## src/rtl/mmio_sidefx_regs.sv

```systemverilog
`timescale 1ns/1ps
module mmio_sidefx_regs #(
  parameter int AW = 3,
  parameter int DW = 8
) (
  input  logic          clk,
  input  logic          rst_n,
  input  logic [AW-1:0] bus_addr,
  input  logic          bus_wr,
  input  logic [DW-1:0] bus_wdata,
  input  logic          bus_rd,
  output logic [DW-1:0] bus_rdata,
  output logic          tx_valid,
  input  logic          tx_ready,
  output logic [DW-1:0] tx_data,
  input  logic          rx_valid,
  output logic          rx_ready,
  input  logic [DW-1:0] rx_data,
  output logic [DW-1:0] ctrl_o,
  output logic [DW-1:0] pio_o,
  output logic          irq
);
  localparam logic [AW-1:0] A_DATA = AW'(0);
  localparam logic [AW-1:0] A_CTRL = AW'(1);
  localparam logic [AW-1:0] A_RCST = AW'(2);
  localparam logic [AW-1:0] A_EVT  = AW'(3);
  localparam logic [AW-1:0] A_PIO  = AW'(4);

  logic [DW-1:0] ctrl_q, pio_q;
  logic [1:0]    rc_q, evt_q;
  logic          rxv_q;

  wire wr_data = bus_wr && bus_addr == A_DATA;
  wire rd_data = bus_rd && bus_addr == A_DATA;
  wire rd_rc   = bus_rd && bus_addr == A_RCST;
  wire wr_evt  = bus_wr && bus_addr == A_EVT;

  assign tx_valid = wr_data && tx_ready;
  assign tx_data  = bus_wdata;
  assign rx_ready = rd_data && rx_valid;

  wire [1:0] rc_set  = {wr_data && !tx_ready, rd_data && !rx_valid};
  wire [1:0] evt_set = {rx_valid && !rxv_q, tx_valid};
  wire [1:0] evt_clr = wr_evt ? bus_wdata[1:0] : 2'b00;

  always_ff @(posedge clk) begin
    if (!rst_n) begin
      ctrl_q <= '0;
      pio_q  <= '0;
      rc_q   <= '0;
      evt_q  <= '0;
      rxv_q  <= 1'b0;
    end else begin
      if (bus_wr && bus_addr == A_CTRL) ctrl_q <= bus_wdata;
      if (bus_wr && bus_addr == A_PIO)  pio_q  <= bus_wdata;
      rc_q  <= (rd_rc ? 2'b00 : rc_q) | rc_set;
      evt_q <= (evt_q & ~evt_clr) | evt_set;
      rxv_q <= rx_valid;
    end
  end

  always_comb begin
    bus_rdata = '0;
    if (bus_rd) begin
      case (bus_addr)
        A_DATA:  bus_rdata = rx_valid ? rx_data : '0;
        A_CTRL:  bus_rdata = ctrl_q;
        A_RCST:  bus_rdata = DW'(rc_q);
        A_EVT:   bus_rdata = DW'(evt_q);
        A_PIO:   bus_rdata = pio_q;
        default: bus_rdata = '0;
      endcase
    end
  end

  assign ctrl_o = ctrl_q;
  assign pio_o  = pio_q;
  assign irq    = |{rc_q, evt_q};
endmodule

```

## config.mk

```make
export PLATFORM = sky130hd
export DESIGN_NAME = mmio_sidefx_regs
export DESIGN_NICKNAME = d
export VERILOG_FILES = /design/src/rtl/mmio_sidefx_regs.sv
export SDC_FILE = /design/constraint.sdc
export NUM_CORES = 1
export LEC_CHECK = 0
export ABC_AREA = 1
export BUFFER_PORTS_ARGS = -buffer_cell sky130_fd_sc_hd__buf_2
export CAP_MARGIN = 25
export CORE_MARGIN = 2
export CORE_UTILIZATION = 44
export CTS_BUF_LIST = sky130_fd_sc_hd__clkbuf_16
export CTS_CLUSTER_DIAMETER = 60
export DETAILED_ROUTE_END_ITERATION = 8
export PLACE_DENSITY_LB_ADDON = 0.2
export SYNTH_ARGS = -nofsm -noshare
export SYNTH_HDL_FRONTEND = slang
export SYNTH_SLANG_ARGS = --single-unit
```

## constraint.sdc

```tcl
create_clock -name clk -period 1.45 [get_ports clk]
set_input_delay 0.2175 -clock clk [delete_from_list [all_inputs] [get_ports clk]]
set_output_delay 0.2175 -clock clk [all_outputs]
set_load 0.05 [all_outputs]
```

# Yosys cells after proc, flatten, opt, wreduce, memory -nomap -nowiden
# Index checks and enable logic that the tools add are counted.
# word_totals
out_inout_bits	35
ff_bits	21
# op_classes
n_eq_ne	4
bitwise_logic	4
reduce_logical	16
muxes	5
# op_table
operator	n
$pmux 8 s5	1
$mux 8	2
$logic_and 1x1->1	11
$eq 3x2->1 const B	2
$mux 2	2
$or 2x2->2	2
$reduce_or 4->1	1
$eq 3x1->1 const B	1
$eq 3x3->1 const B	1
$logic_not 1->1	3
$logic_not 3->1	1
$and 2x2->2	1
$not 2->2	1

# Logic depth before layout (Yosys ltp)
# logic_depth
word_depth	6
ltp_mapped	8
ltp_nobuf	7

# Least setup slack after synthesis
# Ideal clock, no wire load.
# synth_path
path_type	input port to output port
startpoint	input bus_addr[1]
endpoint	output rx_ready
stages	4
path_buffers	1
slack_ns	-0.490
arrival_ns	1.722
required_ns	1.233
path_cell_list	buf_2 > nor2_4 > nand2_1 > nor3_1
# synth_via
elab_chain_cells	3
# synth_rtl
element	line_no	text
start: declaration	8	input logic [AW-1:0] bus_addr,
$logic_not 3->1	34	wire rd_data = bus_rd && bus_addr == A_DATA;
$logic_and 1x1->1	34	
$logic_and 1x1->1	40	assign rx_ready = rd_data && rx_valid;
end: declaration	17	output logic rx_ready,
# Every way passes these cells.

# Worst setup path in the final report
# layout_path
startpoint	register rc_q[1]
endpoint	output bus_rdata[1]
# layout_via
elab_chain_cells	2
# layout_rtl
element	line_no	text
start: declaration	30	logic [1:0] rc_q, evt_q;
start signal: assignment	56	rc_q <= (rd_rc ? 2'b00 : rc_q) | rc_set;
$pmux 8 s5	65	case (bus_addr)
$mux 8	64	if (bus_rd) begin
end: declaration	12	output logic [DW-1:0] bus_rdata,
# Every way passes these cells.

==> flow_summary.ini <==
[cts]
cts-root-buf = clkbuf_16
cts_buffers = 3
ctsHoldBuffers = 0
htreeDepth = 1
cts_tree = done
cts_buffer_depth = 2
insertion_delay_ns = 0.25
clock_sinks = 21
path_clk_slew_ns = 0.05

[placed_design]
numPortBuffers = 59
dp.cells = 262
gp_congestion = 0.8722
dpl_cell_area_um2 = 1516
place_hpwl_mm = 2.727
dp_slack_ns = -0.09479

[timing]
period_needed_ns = 1.397
finalCritPeriodShare_pct = 96.32
rsz0062_at_grt = no
maxSlewHeadroom_pct = 76.07
hold_violations = 0
clock_skew_ns = 0.00001704
tightest_slew_ns = 0.3586
setup_viol = 0
max_freq_mhz = 716.0
finalWorstSetupSlack_ns = 0.05343
drv_slew = 0
finalHoldWorstSlack_ns = 0.2352
fin_tns_setup_ns = 0

[die]
dieArea_um2 = 3069
ios = 60
die_w_um = 55.40
core_um2 = 2500
initial_utilization_pct = 46.50
die_h_um = 55.40
rows = 18

[logic_synthesis]
synth_edf_count = 0
syn-cell-area_um2 = 1162
synthTopCellsByCount = nand2_1, nand3_1, nor2_1, dfxtp_1, inv_1
synth_top_cell_by_area = dfxtp_1
synthArstFlopShare_pct = 0
synth_top_cell_area_share_pct = 36.17
synth.avg_cell_area_um2 = 6.494
ys_ff_latch = 21
synth.distinct_cells = 17
ys_seq_area_share_pct = 36.17
synth_ff_type = dfxtp_1
synth_area_leaders = dfxtp_1, nand2_1, nand3_1
ys_warn_count = 0
synth_most_common_cell = nand2_1
syn_inst = 179
syn_nets = 204

[global_routing]
grt_pass1_wl_mm = 5.782
grt_max_degree = 14
grt_pass1_vias = 1353
gr-usage-all-layers_pct = 22.79
antenna_found_initial = 0
grt-ovfl-total = 0

[detailed_routing]
final_antenna_net_count = 0
wl_met1_mm = 1.497
drc = 0
top_layer = met4
vias_per_cell = 5.351
post_drt_wl_per_cell_um = 13.56
met2WireLength_mm = 1.862
met3WireLength_um = 227
totalWireLength_mm = 3.634
vias = 1434
drt_iter0_markers = 65
firstDrtPassIters = 4

[critical_path]
end_kind = output pin
start_kind = register
cp_max_fo = 3
cp.arrival_ns = 1.18
path_cells = nand4_1 -> nand3_1 -> nor2_2 -> nor2_4 -> buf_4
worst-setup-path-type = register to output pin
crit_slowest_cell = dfxtp_1
crit_path_max_incr_delay_ns = 0.37
cp.required_ns = 1.23

[final_layout]
final-seq-area_um2 = 420.4
fin_util_pct = 67.37
fill_cells = 246
multi_input_area_um2 = 620.6
final_nets = 264
num_antenna_cells = 0
final_area_um2 = 1684
area_growth_pct = 44.89
drive_gt1_share_pct = 38.24
instances_no_fill = 268

[power]
peakVddDrop_mv = 0.7243
leakagePower_nw = 0.8664
power_density_nw_per_um2 = 896.1
power_mw = 1.509

[status]
run_status = completed

[job]
cap_viol_max_count = 0

[worst_hold_path]
min_path_type = input port to register
==> power by group <==
| part | switching, mW | internal [mW] | leakage (nW) |
|---|---|---|---|
| combinational | 0.238 | 0.101 | 0.653 |
| sequential | 0.0133 | 0.596 | 0.171 |
| clock | 0.195 | 0.367 | 0.0423 |
==> cell type report <==
type | count | area share (%)
clock buffer | 3 | 4.458
tap | 30 | 2.229
timing repair buffer | 72 | 27.12
clock inverter | 1 | 0.2229
multi-input combinational | 125 | 36.85
inverter | 16 | 4.160
sequential | 21 | 24.96
==> metal layers <==
layer | up-vias | track usage [%]
li1 | 694 | -
met1 | 664 | 27.50
met2 | 70 | 40.99
met3 | 6 | 3.044
met4 | 0 | 8.014
met5 | - | 0
==> cell usage in the layout, fill, tap and decap left out, types with 5 or more instances in the layout <==
master and n:
a21oi_1 11, buf_2 49, buf_4 15, buf_6 5, dfxtp_1 21, inv_1 13
nand2_1 38, nand3_1 24, nand4_1 9, nor2_1 19, o21ai_0 10
==> path summary, 6_finish.rpt <==
check / start / to / depth (start not counted) / slack [ns]
max: rc_q[1] / bus_rdata[1] / 5 / 0.05
max reg2reg: ctrl_o[7] / ctrl_o[7] / 2 / 0.79
min: bus_wdata[6] / ctrl_o[6] / 3 / 0.24
min reg2reg: rxv_q / evt_q[1] / 1 / 0.42
==> cell families after synthesis <==
family,synth area share [%]
AO/OA/AOI/OAI,9.472
AND/OR/NAND/NOR,40.47
buffers and inverters,13.89
flip-flops,36.17
==> worst max-delay path: cells and delay by family (launching register included) <==
family                 cells  cell delay [ns]
flip-flops                 1             0.37
buffers and inverters      1             0.19
AND/OR/NAND/NOR            4             0.37
==> state kept, by name (all words and copies together) (netlist names) <==
| name | count |
|---|---|
| rc_q | 2 |
| rxv_q | 1 |
| pio_o | 8 |
| ctrl_o | 8 |
| evt_q | 2 |
==> what timing repair did <==
item,in CTS,in global routing
cloned,0,0
pin swaps,0,1
resized for setup,9,19
endpoints found under the setup margin,8,9
buffers inserted,0,2
Note: power is estimated with default switching activity, not from simulation.
